[config.mk]
export PLATFORM = sky130hd
export DESIGN_NAME = accu_core
export DESIGN_NICKNAME = d
export VERILOG_FILES = /design/src/rtl/accu_pkg.sv /design/src/rtl/accu_rst_sync.sv /design/src/rtl/accu_decode.sv /design/src/rtl/accu_irq.sv /design/src/rtl/accu_seq.sv /design/src/rtl/accu_core.sv
export SDC_FILE = /design/constraint.sdc
export NUM_CORES = 1
export LEC_CHECK = 0
export BUFFER_PORTS_ARGS = -buffer_cell sky130_fd_sc_hd__buf_2
export CORE_UTILIZATION = 35
export DETAILED_ROUTE_END_ITERATION = 8
export PLACE_DENSITY = 0.68
export SLEW_MARGIN = 5
export SYNTH_ARGS = -nofsm -noshare
export SYNTH_HDL_FRONTEND = slang
export SYNTH_SLANG_ARGS = --single-unit
[constraint.sdc]
create_clock -name clk -period 2.45 [get_ports clk]
set_clock_uncertainty 0.1 [all_clocks]
set_input_delay 0.49 -clock clk [delete_from_list [all_inputs] [get_ports clk]]
set_output_delay 0.49 -clock clk [all_outputs]
set_load 0.01 [all_outputs]
[src/rtl/accu_pkg.sv]
package accu_pkg;
  localparam int OPC_W = 5;

  localparam logic [OPC_W-1:0] OPC_ADD  = 5'b00001;
  localparam logic [OPC_W-1:0] OPC_STOP = 5'b00111;
  localparam logic [OPC_W-1:0] OPC_DIS  = 5'b01000;
  localparam logic [OPC_W-1:0] OPC_CZM  = 5'b01011;
  localparam logic [OPC_W-1:0] OPC_MSK  = 5'b01100;
  localparam logic [OPC_W-1:0] OPC_RET  = 5'b01101;

  typedef enum logic [2:0] {
    OP_NOP, OP_ADD, OP_STOP, OP_DIS, OP_CZM, OP_MSK, OP_RET
  } op_e;

  typedef enum logic [3:0] {
    ST_HALT, ST_CHECK, ST_ENT_A, ST_ENT_P, ST_FETCH,
    ST_DECODE, ST_ADD_WB, ST_RET_PC, ST_RET_AC
  } state_e;
endpackage

[src/rtl/accu_rst_sync.sv]
module accu_rst_sync (
  input  logic clk,
  input  logic rst_n,
  output logic rst_n_sync
);
  logic [1:0] sync_q;

  always_ff @(posedge clk or negedge rst_n) begin
    if (!rst_n) sync_q <= 2'b00;
    else        sync_q <= {sync_q[0], 1'b1};
  end

  assign rst_n_sync = sync_q[1];
endmodule

[src/rtl/accu_decode.sv]
module accu_decode
  import accu_pkg::*;
#(
  parameter int DATA_W = 16,
  parameter int ADDR_W = 11
) (
  input  logic [DATA_W-1:0] instr,
  output op_e               op,
  output logic [ADDR_W-1:0] operand
);
  localparam int OPC_LSB = DATA_W - OPC_W;

  logic [OPC_W-1:0] opc;
  assign opc     = instr[DATA_W-1:OPC_LSB];
  assign operand = instr[ADDR_W-1:0];

  always_comb begin
    unique case (opc)
      OPC_ADD:  op = OP_ADD;
      OPC_STOP: op = OP_STOP;
      OPC_DIS:  op = OP_DIS;
      OPC_CZM:  op = OP_CZM;
      OPC_MSK:  op = OP_MSK;
      OPC_RET:  op = OP_RET;
      default:  op = OP_NOP;
    endcase
  end
endmodule

[src/rtl/accu_irq.sv]
module accu_irq #(
  parameter int ADDR_W = 11
) (
  input  logic              clk,
  input  logic              rst_n,
  input  logic              req_i,
  input  logic [ADDR_W-1:0] vector_i,
  input  logic              ack_i,
  output logic              pend_o,
  output logic [ADDR_W-1:0] vec_o
);
  logic              pend_q, pend_d;
  logic [ADDR_W-1:0] vec_q, vec_d;
  logic              vec_en;

  always_comb begin
    pend_d = pend_q;
    vec_d  = vec_q;
    vec_en = req_i && (!pend_q || ack_i);
    if (ack_i) pend_d = 1'b0;
    if (vec_en) begin
      pend_d = 1'b1;
      vec_d  = vector_i;
    end
  end

  always_ff @(posedge clk or negedge rst_n) begin
    if (!rst_n) begin
      pend_q <= 1'b0;
      vec_q  <= '0;
    end else begin
      pend_q <= pend_d;
      if (vec_en) vec_q <= vec_d;
    end
  end

  assign pend_o = pend_q;
  assign vec_o  = vec_q;

  // a request is held until the sequencer takes it
  a_r6_hold_pending: assert property (@(posedge clk) disable iff (!rst_n)
    (pend_q && !ack_i) |=> pend_q);
  a_r6_capture: assert property (@(posedge clk) disable iff (!rst_n)
    (req_i && !pend_q) |=> (pend_q && vec_q == $past(vector_i)));
endmodule

[src/rtl/accu_seq.sv]
module accu_seq
  import accu_pkg::*;
#(
  parameter int DATA_W = 16,
  parameter int ADDR_W = 11
) (
  input  logic              clk,
  input  logic              rst_n,
  input  logic              start_i,
  input  logic              irq_pend_i,
  input  logic [ADDR_W-1:0] irq_vec_i,
  output logic              irq_ack_o,
  input  op_e               op_i,
  input  logic [ADDR_W-1:0] operand_i,
  output logic [ADDR_W-1:0] mem_addr_o,
  output logic              mem_rd_o,
  output logic              mem_we_o,
  output logic [DATA_W-1:0] mem_wdata_o,
  input  logic [DATA_W-1:0] mem_rdata_i,
  output logic              running_o,
  output logic [DATA_W-1:0] acc_o,
  output logic [ADDR_W-1:0] pc_o,
  output logic [ADDR_W-1:0] sp_o,
  output logic [DATA_W-1:0] mask_o,
  output logic              ie_o
);
  localparam int EXT_W = DATA_W - ADDR_W;
  localparam logic [ADDR_W-1:0] ONE = ADDR_W'(1);
  localparam logic [ADDR_W-1:0] TWO = ADDR_W'(2);

  state_e            state_q, state_d;
  logic [ADDR_W-1:0] pc_q, pc_d, sp_q, sp_d;
  logic [DATA_W-1:0] acc_q, acc_d, mask_q, mask_d;
  logic              ie_q, ie_d;
  logic              pc_en, sp_en, acc_en, mask_en, ie_en;

  always_comb begin
    state_d     = state_q;
    pc_d        = pc_q;
    sp_d        = sp_q;
    acc_d       = acc_q;
    mask_d      = mask_q;
    ie_d        = ie_q;
    mem_addr_o  = pc_q;
    mem_rd_o    = 1'b0;
    mem_we_o    = 1'b0;
    mem_wdata_o = '0;
    irq_ack_o   = 1'b0;
    unique case (state_q)
      ST_HALT: if (start_i) state_d = ST_CHECK;
      ST_CHECK: state_d = (irq_pend_i && ie_q) ? ST_ENT_A : ST_FETCH;
      ST_ENT_A: begin
        mem_addr_o  = sp_q;
        mem_we_o    = 1'b1;
        mem_wdata_o = acc_q;
        state_d     = ST_ENT_P;
      end
      ST_ENT_P: begin
        mem_addr_o  = sp_q - ONE;
        mem_we_o    = 1'b1;
        mem_wdata_o = {{EXT_W{1'b0}}, pc_q};
        sp_d        = sp_q - TWO;
        pc_d        = irq_vec_i;
        ie_d        = 1'b0;
        irq_ack_o   = 1'b1;
        state_d     = ST_CHECK;
      end
      ST_FETCH: begin
        mem_rd_o = 1'b1;
        state_d  = ST_DECODE;
      end
      ST_DECODE: begin
        pc_d    = pc_q + ONE;
        state_d = ST_CHECK;
        unique case (op_i)
          OP_ADD: begin
            pc_d       = pc_q;
            mem_addr_o = operand_i;
            mem_rd_o   = 1'b1;
            state_d    = ST_ADD_WB;
          end
          OP_STOP: state_d = ST_HALT;
          OP_DIS:  ie_d = 1'b0;
          OP_CZM:  mask_d = '0;
          OP_MSK:  mask_d = {{EXT_W{1'b0}}, operand_i};
          OP_RET: begin
            pc_d       = pc_q;
            mem_addr_o = sp_q + ONE;
            mem_rd_o   = 1'b1;
            state_d    = ST_RET_PC;
          end
          default: ;
        endcase
      end
      ST_ADD_WB: begin
        acc_d   = acc_q + mem_rdata_i;
        pc_d    = pc_q + ONE;
        state_d = ST_CHECK;
      end
      ST_RET_PC: begin
        pc_d       = mem_rdata_i[ADDR_W-1:0];
        mem_addr_o = sp_q + TWO;
        mem_rd_o   = 1'b1;
        state_d    = ST_RET_AC;
      end
      ST_RET_AC: begin
        acc_d   = mem_rdata_i;
        sp_d    = sp_q + TWO;
        ie_d    = 1'b1;
        state_d = ST_CHECK;
      end
      default: state_d = ST_HALT;
    endcase
  end

  assign pc_en   = (state_q == ST_DECODE) || (state_q == ST_ADD_WB) ||
                   (state_q == ST_ENT_P)  || (state_q == ST_RET_PC);
  assign sp_en   = (state_q == ST_ENT_P)  || (state_q == ST_RET_AC);
  assign acc_en  = (state_q == ST_ADD_WB) || (state_q == ST_RET_AC);
  assign mask_en = (state_q == ST_DECODE);
  assign ie_en   = (state_q == ST_DECODE) || (state_q == ST_ENT_P) ||
                   (state_q == ST_RET_AC);

  always_ff @(posedge clk or negedge rst_n) begin
    if (!rst_n) begin
      state_q <= ST_HALT;
      pc_q    <= '0;
      sp_q    <= '1;
      acc_q   <= '0;
      mask_q  <= '0;
      ie_q    <= 1'b1;
    end else begin
      state_q <= state_d;
      if (pc_en)   pc_q   <= pc_d;
      if (sp_en)   sp_q   <= sp_d;
      if (acc_en)  acc_q  <= acc_d;
      if (mask_en) mask_q <= mask_d;
      if (ie_en)   ie_q   <= ie_d;
    end
  end

  assign running_o = (state_q != ST_HALT);
  assign acc_o     = acc_q;
  assign pc_o      = pc_q;
  assign sp_o      = sp_q;
  assign mask_o    = mask_q;
  assign ie_o      = ie_q;

  // the add writeback advances the program counter by one
  a_r2_add_pc: assert property (@(posedge clk) disable iff (!rst_n)
    (state_q == ST_ADD_WB) |=> (pc_q == $past(pc_q) + ONE));
  // a halted core without a start pulse keeps its state
  a_r3_halt_frozen: assert property (@(posedge clk) disable iff (!rst_n)
    (state_q == ST_HALT && !start_i) |=>
      (state_q == ST_HALT && $stable(pc_q) && $stable(acc_q) && $stable(sp_q)));
  // the clear-mask opcode leaves a zero mask
  a_r4_mask_clear: assert property (@(posedge clk) disable iff (!rst_n)
    (state_q == ST_DECODE && op_i == OP_CZM) |=> (mask_q == '0));
  // requests are never taken while interrupts are off
  a_r6_no_take_disabled: assert property (@(posedge clk) disable iff (!rst_n)
    (state_q == ST_CHECK && !ie_q) |=> (state_q == ST_FETCH));
  // entry lowers the stack pointer by two and disables interrupts
  a_r7_entry_stack: assert property (@(posedge clk) disable iff (!rst_n)
    (state_q == ST_ENT_P) |=> (sp_q == $past(sp_q) - TWO && !ie_q &&
                               pc_q == $past(irq_vec_i)));
  // return raises the stack pointer by two and enables interrupts
  a_r8_return_stack: assert property (@(posedge clk) disable iff (!rst_n)
    (state_q == ST_RET_AC) |=> (sp_q == $past(sp_q) + TWO && ie_q));
  // memory is written only by the entry sequence
  a_r9_write_entry_only: assert property (@(posedge clk) disable iff (!rst_n)
    mem_we_o |-> (state_q == ST_ENT_A || state_q == ST_ENT_P));
endmodule

[src/rtl/accu_core.sv]
module accu_core
  import accu_pkg::*;
#(
  parameter int DATA_W = 16,
  parameter int ADDR_W = 11
) (
  input  logic              clk,
  input  logic              rst_n,
  input  logic              start,
  input  logic              irq_req,
  input  logic [ADDR_W-1:0] irq_vector,
  output logic [ADDR_W-1:0] mem_addr,
  output logic              mem_rd,
  output logic              mem_we,
  output logic [DATA_W-1:0] mem_wdata,
  input  logic [DATA_W-1:0] mem_rdata,
  output logic              running,
  output logic [DATA_W-1:0] acc_out,
  output logic [ADDR_W-1:0] pc_out,
  output logic [ADDR_W-1:0] sp_out,
  output logic [DATA_W-1:0] mask_out,
  output logic              irq_en_out
);
  logic              rst_n_s;
  logic              pend, ack;
  logic [ADDR_W-1:0] vec;
  op_e               op;
  logic [ADDR_W-1:0] operand;

  accu_rst_sync u_rst (
    .clk        (clk),
    .rst_n      (rst_n),
    .rst_n_sync (rst_n_s)
  );

  accu_irq #(.ADDR_W(ADDR_W)) u_irq (
    .clk      (clk),
    .rst_n    (rst_n_s),
    .req_i    (irq_req),
    .vector_i (irq_vector),
    .ack_i    (ack),
    .pend_o   (pend),
    .vec_o    (vec)
  );

  accu_decode #(.DATA_W(DATA_W), .ADDR_W(ADDR_W)) u_dec (
    .instr   (mem_rdata),
    .op      (op),
    .operand (operand)
  );

  accu_seq #(.DATA_W(DATA_W), .ADDR_W(ADDR_W)) u_seq (
    .clk         (clk),
    .rst_n       (rst_n_s),
    .start_i     (start),
    .irq_pend_i  (pend),
    .irq_vec_i   (vec),
    .irq_ack_o   (ack),
    .op_i        (op),
    .operand_i   (operand),
    .mem_addr_o  (mem_addr),
    .mem_rd_o    (mem_rd),
    .mem_we_o    (mem_we),
    .mem_wdata_o (mem_wdata),
    .mem_rdata_i (mem_rdata),
    .running_o   (running),
    .acc_o       (acc_out),
    .pc_o        (pc_out),
    .sp_o        (sp_out),
    .mask_o      (mask_out),
    .ie_o        (irq_en_out)
  );
endmodule

==> results by group <==
Yosys
  • Number of distinct library cells after synthesis: 66
  • Sequential area share after synthesis: 0.349
  • Synth Area in XOR/XNOR: 0.0452
  • Synth top area share: 0.289
  • Post-synth ARST share: 1.00
  • Post-synthesis mux area share: 0.0656
  • Area leader, netlist: dfrtp_1
  • Post-Synthesis Cells: 556
  • Largest family of logic cells by synthesized area: compound AO/OA/AOI/OAI gates
  • Synth top area cells: dfrtp_1, dfstp_2, o21ai_0
  • Post-synth EDFFs: 0
  • Post-synth top flop: dfrtp_1
  • Synth warnings: 0
  • Most common cell in the netlist: dfrtp_1
  • Avg Synthesized Cell Area: 8.72 sq um
  • Leading cell types by count after synthesis: dfrtp_1, nor2_1, o21ai_0, nand2_1, a21oi_1
  • #FFs+latches synth: 67
  • Post-Synth Adder-Cell Area: 0.0506
  • Synth Area in Simple Gates: 0.189
  • Compound-Gate Fraction of Synth Area: 0.246
  • Mapped cell area: 4850 sq um

Floorplan
  • Core area: 13400 sq um
  • Rows: 42
  • Starting Density: 0.362
  • Die Span X: 120 um
  • Die H: 120 um
  • Die footprint: 14300 sq um
  • I/O Pins: 116

Cells and area
  • Layout cells sized above 1: 0.435
  • Fillcell total: 1211
  • Layout area overhead: 43.8%
  • Fin nets: 795
  • Final instance area: 6970 sq um
  • Antenna cells: 0
  • Fin cells: 926

Setup path
  • CP Buf/Inv Count: 1
  • Setup crit end kind: primary output
  • Worst Reg-to-Reg Cells: 8
  • Worst path depth: 8
  • Worst path cell trace: and3_4, and3_4, and3_4, mux2_4, a221oi_2, o21ai_1, o21a_1, buf_2
  • Critical path's top delay family: simple AND/OR/NAND/NOR gates
  • Critical Path Max Stage Delay: 0.57 ns
  • R2r setup slk: 0.02 ns
  • Worst path required time: 1.86 ns
  • Crit-path max FO: 4
  • Worst Path Arrival: 2.38 ns
  • Kind of critical path: flop to primary output
  • Worst path most repeated cell: and3_4
  • Worst setup SP type: flop
  • Slowest CP cell: dfstp_2

Clocking
  • CTS tree: built
  • CTS H-tree depth: 3
  • Clk buf depth: 2
  • TritonCTS buffer count: 9
  • Clock transition at path regs: 0.06 ns
  • Clock Tree Root: clkbuf_16
  • Clock Sinks: 67
  • Worst-Skew Late Latency: 0.33 ns

Timing
  • RSZ-0062 raised after global routing: yes
  • Worst-margin pin slew: 0.712 ns
  • Tcrit/Tclk final: 1.21
  • Final hold viol count: 0
  • Final setup violation count: 10
  • Min Tclk post-route: 2.97 ns
  • Hold WS: 0.222 ns
  • Final WS setup: -0.517 ns
  • Pins Over Slew Limit: 0
  • Max_slew headroom: 0.526
  • Achievable Freq: 337 MHz

Route
  • Detailed Route Iter0 Violations: 577
  • Avg Vias per Cell: 5.90
  • Final antenna-violating net count: 0
  • Via count: 5462
  • WL final: 18800 um
  • Drt wl/cell: 20.3 um
  • 1st-pass router iterations: 5
  • Detailed-route DRC error count: 0

GRT
  • Tot GR Track Use: 0.257
  • Initial antenna violation count: 0
  • Gr ovfl total: 0
  • Largest net degree at the start of global routing: 31
  • Vias in the first global route: 5217
  • Wire length of the first global-routing pass: 28200 um

Power
  • Clock Power Share: 0.165
  • VDD IR max: 0.551 mV
  • Flop pwr share: 0.242
  • Switching share of total power: 0.435
  • Cell area power density: 1230 nW/um^2
  • Internal power: 4.86 mW
  • Leakage: 3.28 nW
  • NetSw: 3.74 mW
  • Combinational power share: 0.593
  • Total power draw: 8.60 mW

Place
  • Placed Instance Area: 6150 sq um
  • DP Worst Slack: -0.326 ns
  • Cell Count Post-Placement: 896
  • Placed wire-length estimate: 13700 um
  • GPL Wtd Cong: 0.924
  • Port bufs: 109

Run status
  • Failing checks: negative setup slack
  • Run status: finished with violations

Flow run
  • Max-Cap Viols: 0

Min path
  • Worst Hold Class: flop to async pin
==> what timing repair did <==
| action | CTS | global route |
|---|---|---|
| setup endpoints to repair | 13 | 32 |
| hold endpoints to repair | 2 | 0 |
| gates cloned | 0 | 0 |
| setup buffers | 5 | 10 |
| pin swaps | 14 | 20 |
| gates resized for setup | 38 | 42 |
| hold buffers | 1 | 0 |
==> per-layer routing <==
metal,vias to the layer above,track usage,part of all wire
met2,278,0.423,0.48
met1,2698,0.322,0.41
met5,-,0,0
li1,2431,-,-
met3,55,0.0556,0.074
met4,0,0.116,0.036
==> power groups by stage <==
stage	logic (mW)	registers [mW]	clock network, mW
2_1_floorplan	2.55	2.08	0
3_3_place_gp	4.38	2.04	0
3_5_place_dp	4.47	2.06	0
4_1_cts	4.70	2.04	1.44
5_1_grt	5.49	2.12	1.49
6_report	5.10	2.08	1.42
==> cells by family (layout without fill, tap and decap cells) <==
kind of cell	Yosys count	in the layout
simple gates	184	184
xor+xnor	25	25
buf+inv	53	242
other cells	2	7
compound gates	177	177
flops	67	67
mux	29	29
fa+ha+maj	19	19
==> through the flow <==
step | utilization | setup TNS (ns)
6_report | 0.520 | -2.90
5_1_grt | 0.520 | -3.74
4_1_cts | 0.498 | -2.83
3_5_place_dp | 0.459 | -2.87
3_3_place_gp | 0.459 | -2.26
2_1_floorplan | - | -0.352
==> registers in the layout (all words and copies together) (netlist names) <==
| register | flops |
|---|---|
| u_seq.sp_o | 10 |
| u_seq.acc_o | 16 |
| u_seq.pc_o | 11 |
| u_seq.mask_o | 11 |
| u_irq.vec_o | 11 |
| u_rst.sync_q | 2 |
| u_seq.ie_o | 1 |
| u_irq.pend_o | 1 |
| u_seq.state_q | 4 |
==> cells in the final DEF (no fill, tap or decap), drive strengths merged, types with 4 or more instances in the layout <==
master and n:
xnor2 15, xor2 10, inv 11, conb 7, a21o 4, a211oi 5
nand3 12, nor4 4, clkbuf 10, o21a 5, dfrtp 56, a221oi 11
nand2 46, ha 18, nor3 13, a22o 11, mux2 16, nor2 56
and3 16, dfstp 11, o211ai 4, a222oi 5, a21oi 27, buf 215
a22oi 17, o22ai 6, a31oi 7, nand2b 9, nor2b 10, mux2i 13
and2 4, o21ai 55
==> layout make-up <==
type	instances	area (sq um)	area share
Tap cell	176	220	0.0316
Multi-Input combinational cell	441	3290	0.471
Timing Repair Buffer	216	1410	0.202
Clock buffer	10	229	0.0328
Sequential cell	67	1690	0.243
Inverter	10	42.5	0.00610
Clock inverter	6	88.8	0.0127
==> final timing paths <==
kind / endpoint / from
worst max-delay path: mem_addr[8] / u_seq.sp_o[1]
worst min-delay path: u_seq.mask_o[1] / u_rst.sync_q[1]
worst max register to register: u_seq.acc_o[13] / u_seq.acc_o[1]
worst min register to register: u_seq.mask_o[1] / u_rst.sync_q[1]
max in group asynchronous: u_seq.pc_o[8] / u_rst.sync_q[1]
min in group clk: u_rst.sync_q[1] / u_rst.sync_q[0]
(Power assumes the default switching activity.)
